## src/rtl/hsk_pkg.sv

```systemverilog
// Shared constants of the handshake port: master register map and the
// control-bit indices used by the bit set/reset command.
package hsk_pkg;
    localparam logic [1:0] ADDR_DATA  = 2'd0;
    localparam logic [1:0] ADDR_STAT  = 2'd1;
    localparam logic [1:0] ADDR_OUTRB = 2'd2;
    localparam logic [1:0] ADDR_BSR   = 2'd3;

    localparam logic [2:0] IDX_INTE_IN  = 3'd4;
    localparam logic [2:0] IDX_INTE_OUT = 3'd6;

    // status byte bit positions
    localparam int ST_OBF_N    = 7;
    localparam int ST_INTE_OUT = 6;
    localparam int ST_IBF      = 5;
    localparam int ST_INTE_IN  = 4;
    localparam int ST_INTR     = 3;
endpackage

```

## src/rtl/hsk_in_path.sv

```systemverilog
// Input direction: latch loaded by the slave strobe and a full flag
// cleared by the master read. Assumes strobe is synchronous to clk;
// a strobe in the same cycle as a master read takes priority.
module hsk_in_path #(
    parameter int DW = 8
) (
    input  logic          clk,
    input  logic          rst_n,
    input  logic          stb,
    input  logic          take,
    input  logic [DW-1:0] din,
    output logic [DW-1:0] latch_q,
    output logic          full
);
    // Load the latch on strobe; set or clear the full flag.
    always_ff @(posedge clk) begin
        if (!rst_n) begin
            latch_q <= '0;
            full    <= 1'b0;
        end else if (stb) begin
            latch_q <= din;
            full    <= 1'b1;
        end else if (take) begin
            full    <= 1'b0;
        end
    end
endmodule

```

## src/rtl/hsk_out_path.sv

```systemverilog
// Output direction: latch written by the master, active-low full flag
// released one edge after the acknowledge goes inactive. A master write
// in the release cycle keeps the flag low.
module hsk_out_path #(
    parameter int DW = 8
) (
    input  logic          clk,
    input  logic          rst_n,
    input  logic          load,
    input  logic [DW-1:0] wdata,
    input  logic          ack,
    output logic [DW-1:0] latch_q,
    output logic          full_n
);
    logic ack_q;
    logic release_ev;

    // Detect the end of an acknowledge.
    assign release_ev = ack_q & ~ack;

    // Track the acknowledge of the previous cycle.
    always_ff @(posedge clk) begin
        if (!rst_n) ack_q <= 1'b0;
        else        ack_q <= ack;
    end

    // Store master data and drive the full flag.
    always_ff @(posedge clk) begin
        if (!rst_n) begin
            latch_q <= '0;
            full_n  <= 1'b1;
        end else if (load) begin
            latch_q <= wdata;
            full_n  <= 1'b0;
        end else if (release_ev) begin
            full_n  <= 1'b1;
        end
    end
endmodule

```

## src/rtl/hsk_irq_ctl.sv

```systemverilog
// Interrupt enables under bit set/reset control, and the merged request.
// Indices other than the two enable positions are ignored.
module hsk_irq_ctl (
    input  logic       clk,
    input  logic       rst_n,
    input  logic       bsr_wr,
    input  logic [2:0] bsr_idx,
    input  logic       bsr_val,
    input  logic       in_full,
    input  logic       out_full_n,
    output logic       inte_in,
    output logic       inte_out,
    output logic       intr
);
    import hsk_pkg::*;

    // Update the addressed enable bit.
    always_ff @(posedge clk) begin
        if (!rst_n) begin
            inte_in  <= 1'b0;
            inte_out <= 1'b0;
        end else if (bsr_wr) begin
            if (bsr_idx == IDX_INTE_IN)  inte_in  <= bsr_val;
            if (bsr_idx == IDX_INTE_OUT) inte_out <= bsr_val;
        end
    end

    // Merge both enabled flag conditions.
    assign intr = (out_full_n & inte_out) | (in_full & inte_in);
endmodule

```

## src/rtl/hsk_bidir_port.sv

```systemverilog
// Top of the handshake port: decodes master and slave accesses, joins the
// two data paths and the interrupt control, builds the read mux and the
// control-line view. Assumes all inputs are synchronous to clk.
module hsk_bidir_port #(
    parameter int DW = 8,
    parameter int AW = 2
) (
    input  logic          clk,
    input  logic          rst_n,
    input  logic          m_cs,
    input  logic          m_wr,
    input  logic          m_rd,
    input  logic [AW-1:0] m_addr,
    input  logic [DW-1:0] m_wdata,
    output logic [DW-1:0] m_rdata,
    input  logic          s_sel,
    input  logic          s_wr_n,
    input  logic          s_rd_n,
    input  logic [DW-1:0] s_din,
    output logic [DW-1:0] s_dout,
    output logic          s_oe,
    output logic          ibf,
    output logic          obf_n,
    output logic          intr,
    output logic [3:0]    ctl_lines
);
    import hsk_pkg::*;

    logic          stb_act;
    logic          ack_act;
    logic          wr_data_ev;
    logic          rd_data_ev;
    logic          bsr_ev;
    logic [DW-1:0] in_latch;
    logic [DW-1:0] out_latch;
    logic          inte_in;
    logic          inte_out;
    logic [DW-1:0] status;

    // Decode slave strobe/acknowledge and master accesses.
    assign stb_act    = s_sel & ~s_wr_n;
    assign ack_act    = s_sel & ~s_rd_n;
    assign wr_data_ev = m_cs & m_wr & (m_addr == AW'(ADDR_DATA));
    assign rd_data_ev = m_cs & m_rd & (m_addr == AW'(ADDR_DATA));
    assign bsr_ev     = m_cs & m_wr & (m_addr == AW'(ADDR_BSR));

    hsk_in_path #(.DW(DW)) u_in (
        .clk(clk), .rst_n(rst_n), .stb(stb_act), .take(rd_data_ev),
        .din(s_din), .latch_q(in_latch), .full(ibf)
    );

    hsk_out_path #(.DW(DW)) u_out (
        .clk(clk), .rst_n(rst_n), .load(wr_data_ev), .wdata(m_wdata),
        .ack(ack_act), .latch_q(out_latch), .full_n(obf_n)
    );

    hsk_irq_ctl u_irq (
        .clk(clk), .rst_n(rst_n), .bsr_wr(bsr_ev),
        .bsr_idx(m_wdata[3:1]), .bsr_val(m_wdata[0]),
        .in_full(ibf), .out_full_n(obf_n),
        .inte_in(inte_in), .inte_out(inte_out), .intr(intr)
    );

    // Build the status byte.
    always_comb begin
        status              = '0;
        status[ST_OBF_N]    = obf_n;
        status[ST_INTE_OUT] = inte_out;
        status[ST_IBF]      = ibf;
        status[ST_INTE_IN]  = inte_in;
        status[ST_INTR]     = intr;
    end

    // Select master read data by address.
    always_comb begin
        case (m_addr)
            AW'(ADDR_DATA):  m_rdata = in_latch;
            AW'(ADDR_STAT):  m_rdata = status;
            AW'(ADDR_OUTRB): m_rdata = out_latch;
            default:         m_rdata = '0;
        endcase
    end

    // Drive the slave bus only while acknowledged.
    assign s_oe   = ack_act;
    assign s_dout = out_latch;

    // Control-line view of bits 4..7.
    assign ctl_lines = {obf_n, ~ack_act, ibf, ~stb_act};
endmodule

```

## config.mk

```make
export PLATFORM = sky130hd
export DESIGN_NAME = hsk_bidir_port
export DESIGN_NICKNAME = d
export VERILOG_FILES = /design/src/rtl/hsk_pkg.sv /design/src/rtl/hsk_in_path.sv /design/src/rtl/hsk_out_path.sv /design/src/rtl/hsk_irq_ctl.sv /design/src/rtl/hsk_bidir_port.sv
export SDC_FILE = /design/constraint.sdc
export NUM_CORES = 1
export LEC_CHECK = 0
export ABC_AREA = 1
export BUFFER_PORTS_ARGS = -buffer_cell sky130_fd_sc_hd__buf_2
export CAP_MARGIN = 20
export CORE_MARGIN = 2
export CORE_UTILIZATION = 35
export CTS_CLUSTER_DIAMETER = 100
export DETAILED_ROUTE_END_ITERATION = 8
export HOLD_SLACK_MARGIN = 0.1
export PLACE_DENSITY = 0.65
export SLEW_MARGIN = 5
export SYNTH_ARGS = -nofsm -noshare
export SYNTH_HDL_FRONTEND = slang
export SYNTH_SLANG_ARGS = --single-unit
```

## constraint.sdc

```tcl
create_clock -name clk -period 1.1 [get_ports clk]
set_clock_uncertainty 0.1 [all_clocks]
set_input_delay 0 -clock clk [delete_from_list [all_inputs] [get_ports clk]]
set_output_delay 0 -clock clk [all_outputs]
set_load 0.05 [all_outputs]
```

* Yosys cells after proc, flatten, opt, wreduce, memory -nomap -nowiden
Cells that the tools add are included.
** Operators by class
- Eq/ne operators :: 5
- Muxes and demuxes :: 5
- Bitwise operators :: 15
- Reduce and logical (&&, ||, !) cells :: 5
** Operators with widths (number)
- 8-bit one-hot mux with 3 select lines :: 1
- 1-bit AND :: 10
- 3-bit == test, second input constant :: 2
- 2-bit == test, second input constant :: 2
- 1-bit two-way mux :: 4
- 1-bit NOT :: 4
- 2-bit AND reduction :: 2
- 2-bit nonzero test :: 2
- 2-bit by 1-bit == test with 1-bit output, second input constant :: 1
- 2-bit logical NOT :: 1
- 1-bit bitwise OR :: 1
** Word-level totals
- Register bits after elaboration :: 21
- Input bits :: 26
- Output and inout port bits :: 24
- Logic and storage cells :: 37

* Depth between registers and ports, before layout
- Word-level depth :: 6
- Depth in mapped cells :: 6
- Mapped depth without buffers :: 6

* By module
From an unflattened synthesis, not the netlist that was laid out.
** Second synthesis, totals
- Cell total of the unflattened synthesis :: 147
- Area total of the unflattened synthesis :: 1007.2 µm²
** By module, submodules not included
- hsk_out_path :: times used 1, cells each 44, area each 339.1 µm², sequential area each 200.2 µm²
- hsk_in_path :: times used 1, cells each 38, area each 304.0 µm², sequential area each 180.2 µm²
- hsk_bidir_port :: times used 1, cells each 47, area each 244.0 µm², sequential area each 0.0 µm²
- hsk_irq_ctl :: times used 1, cells each 18, area each 120.1 µm², sequential area each 40.0 µm²

* Least setup slack after synthesis
OpenSTA, ideal clock, no wires.
- Kind :: reg-to-output
- Start point :: reg u_out.full_n
- End point :: out m_rdata[3]
- Arrival time :: 1.610 ns
- Data required time :: 1.000 ns
- Path slack :: -0.610 ns
- Cell stages (with the launch flop) :: 5
- Path buffers :: 0
- Path through :: dfxtp_1 nand2_1 nand2_1 nand2_1 nand3_1
** Between the ends
- Cells in the longest elaborated chain, start to end :: 3
** Ends and longest elaborated chain
- start, declared :: line hsk_out_path.sv:13 : output logic full_n
- start signal, assigned :: line hsk_out_path.sv:31 : full_n <= 1'b1;
- start signal, assigned :: line hsk_out_path.sv:34 : full_n <= 1'b0;
- start signal, assigned :: line hsk_out_path.sv:36 : full_n <= 1'b1;
- 1-bit AND :: line hsk_irq_ctl.sv:29 : assign intr = (out_full_n & inte_out) | (in_full & inte_in);
- 1-bit bitwise OR :: line hsk_irq_ctl.sv:29
- via intr :: line hsk_bidir_port.sv:24 : output logic intr,
- 8-bit one-hot mux with 3 select lines :: line hsk_bidir_port.sv:76 : case (m_addr)
- end, declared :: line hsk_bidir_port.sv:15 : output logic [DW-1:0] m_rdata,
The timed path passes the listed nets, and every way through them passes these cells.

* Worst setup path after layout
- Start point :: reg u_out.full_n
- End point :: out m_rdata[3]
** Between the ends
- Cells in the longest elaborated chain, start to end :: 3
** Ends and longest elaborated chain (line)
- 1-bit AND :: hsk_irq_ctl.sv:29
- 1-bit bitwise OR :: hsk_irq_ctl.sv:29
- 8-bit one-hot mux with 3 select lines :: hsk_bidir_port.sv:76
Every way passes these cells.

==> results.json <==
{
  "crit_end": "m_rdata[3]",
  "fmax_mhz": 841,
  "synth_warnings": 0,
  "post-route-period-util": 1.08,
  "setup_viol": 8,
  "final_hold_viol_count": 1,
  "fin_util": 0.671,
  "die_h_um": 55.8,
  "synth_area_leaders": "dfxtp_1, nor2_1, nand2_1, o21ai_0, nand3_1",
  "holdWs_ns": -0.0185,
  "grt_use_total": 0.199,
  "cp_data_required_time_ns": 1.00,
  "worstPathArrival_ns": 1.09,
  "syn_inst": 137,
  "cp-end-kind": "output port",
  "grt_pass1_wl_um": 5000,
  "viasPerCell": 4.75,
  "synth.ff_latch_count": 21,
  "power_leakage_nw": 0.839,
  "antenna_left": 0,
  "drtIter0Drc": 28,
  "reg2reg_slack_ns": 0.27,
  "startpoint": "u_out.full_n",
  "ir_drop_uv": 718,
  "via_count": 1150,
  "synth_top_area_frac": 0.447,
  "cts_buffers": 3,
  "syn_avg_cell_area_sq_um": 6.86,
  "worstMarginPinSlew_ns": 0.367,
  "clkSlewWorstSetupHoldPaths_ns": 0.12,
  "fin_ws_ns": -0.0887,
  "dp_hpwl_um": 2030,
  "ctsHoldBuffers": 23,
  "synthesis.nets": 163,
  "synth_edf_count": 0,
  "max_stage_delay_ns": 0.40,
  "path_cells": "nand2_4, nand2_4, nand2_2, nand3_2, buf_8",
  "ff_latch_area_sq_um": 448,
  "area_growth_pct": 78.6,
  "fin_crit_ns": 1.19,
  "grt_setup_unrepaired": "yes",
  "routedWlPerCell_um": 12.8,
  "finalWirelength_um": 3090,
  "slew_headroom": 0.755,
  "worst_setup_path_start_kind": "flip-flop",
  "initial_core_util": 0.376,
  "cap_violations": 0,
  "rr_worst_depth": 2,
  "yosysMostFrequentCell": "nor2_1",
  "portBuffers": 49,
  "crit_path_frequent_cell": "nand2_4",
  "grt-ovfl-total": 0,
  "grt_max_degree": 21,
  "dieArea_sq_um": 3120,
  "violations": "hold timing, setup timing",
  "drive_above_1_share": 0.415,
  "slowest_stage": "dfxtp_4",
  "power.density_nw_per_um2": 988,
  "synth_cell_types": 15,
  "cts_num_sinks": 21,
  "cts_tree": "yes",
  "r2r-start": "u_out.full_n",
  "critPathKind": "reg2out",
  "drc": 0,
  "place.gp.congestion": 0.762,
  "synthArstFlopShare": 0,
  "clockRootBuffer": "clkbuf_4",
  "synth_commonest_cells": "nor2_1, nand2_1, dfxtp_1",
  "antenna_found_initial": 0,
  "antenna_cells": 0,
  "slew_violations": 0,
  "grt_pass1_vias": 1129,
  "multi_input_area_sq_um": 542,
  "hp-class": "in2reg",
  "fillerInstances": 218,
  "ys_seq_area_frac": 0.447,
  "clockBufferDepth": 2,
  "die_x_um": 55.8,
  "yosys_most_used_dff": "dfxtp_1",
  "clk_latency_ns": 0.30,
  "worstReg2RegEnd": "u_out.full_n",
  "synthesis.area_sq_um": 940,
  "status": "complete, but fails checks",
  "core_area_sq_um": 2500,
  "cp_max_fo": 5,
  "std_cell_rows": 18,
  "cts.htree.levels": 1,
  "drt_pass1_iterations": 4,
  "postCtsSetupBuffers": 0,
  "ios": 50,
  "yosys.area.top_type": "dfxtp_1",
  "num-nets-final": 239
}
## cell type report
class	count	share of cell area
Clock buffer	3	0.0134
Clock inverter	1	0.00298
Inverter	11	0.0261
Multi-Input combinational cell	101	0.323
Sequential cell	21	0.267
Tap cell	30	0.0224
Timing Repair Buffer	75	0.345
## state kept, by name, summed over array words and instances (netlist names)
register / count
u_in.full: 1
u_out.full_n: 1
u_irq.inte_in: 1
u_out.latch_q: 8
u_irq.inte_out: 1
u_out.ack_q: 1
u_in.latch_q: 8
## power breakdown
group | internal (mW) | leakage (nW) | total (mW) | switching, mW
Clock | 0.135 | 0.0177 | 0.371 | 0.235
Combinational | 0.191 | 0.643 | 0.467 | 0.276
Sequential | 0.792 | 0.178 | 0.820 | 0.0273
## layout by cell type, fill, tap and decap left out, drive strengths merged
cell type | Yosys | final
a21oi | 3 | 3
dlygate4sd3 | 0 | 23
nand2 | 25 | 25
clkbuf | 1 | 3
dfxtp | 21 | 21
buf | 3 | 52
clkinv | 1 | 1
nand3 | 9 | 9
inv | 10 | 11
nor2 | 44 | 44
a22o | 3 | 3
o21ai | 17 | 17
## how the worst min path moves through the flow
stage                 endpoint  cells after the start     start  slack [ns]
5_1_grt              u_in.full                      4    s_wr_n        0.03
6_report             u_in.full                      4    s_wr_n       -0.02
4_1_cts              u_in.full                      4    s_wr_n       -0.02
3_5_place_dp   u_in.latch_q[0]                      3  s_din[0]        0.14
3_3_place_gp   u_in.latch_q[2]                      3  s_din[2]        0.12
2_1_floorplan             s_oe                      1    s_rd_n       -0.04
## logic make-up after synthesis
group	synth area share
AOI/OAI and AO/OA	0.138
DFF	0.447
and+or+nand+nor	0.345
buffers and inverters	0.0692
## worst max-delay path: cells and delay by family, from the launching register on
family,cells,cell delay [ns]
buffers and inverters,1,0.15
flip-flops,1,0.40
AND/OR/NAND/NOR,4,0.23
## through the flow
step	total power, mW	std cells	instance area [sq um]	setup TNS, ns	worst slack, ns
3_5_place_dp	1.20	215	1290	0	0.106
2_1_floorplan	1.07	137	991	-0.0113	-0.0113
5_1_grt	1.74	242	1680	-0.648	-0.132
4_1_cts	1.65	242	1630	-0.350	-0.0838
3_3_place_gp	1.19	215	1290	0	0.107
6_report	1.66	242	1680	-0.325	-0.0887
## per-layer routing
metal / wire length (um) / share of wire / global-route usage
met5: 0 / 0 / 0
met4: 48 / 0.016 / 0.0782
met3: 187 / 0.060 / 0.0326
met2: 1620 / 0.52 / 0.367
met1: 1240 / 0.40 / 0.227
## repair_timing
action	4_1_cts	5_1_grt
gates resized for setup	29	14
setup endpoints to repair	9	13
hold endpoints to repair	21	5
pin swaps	5	3
Power figures use the tool's default switching activity.
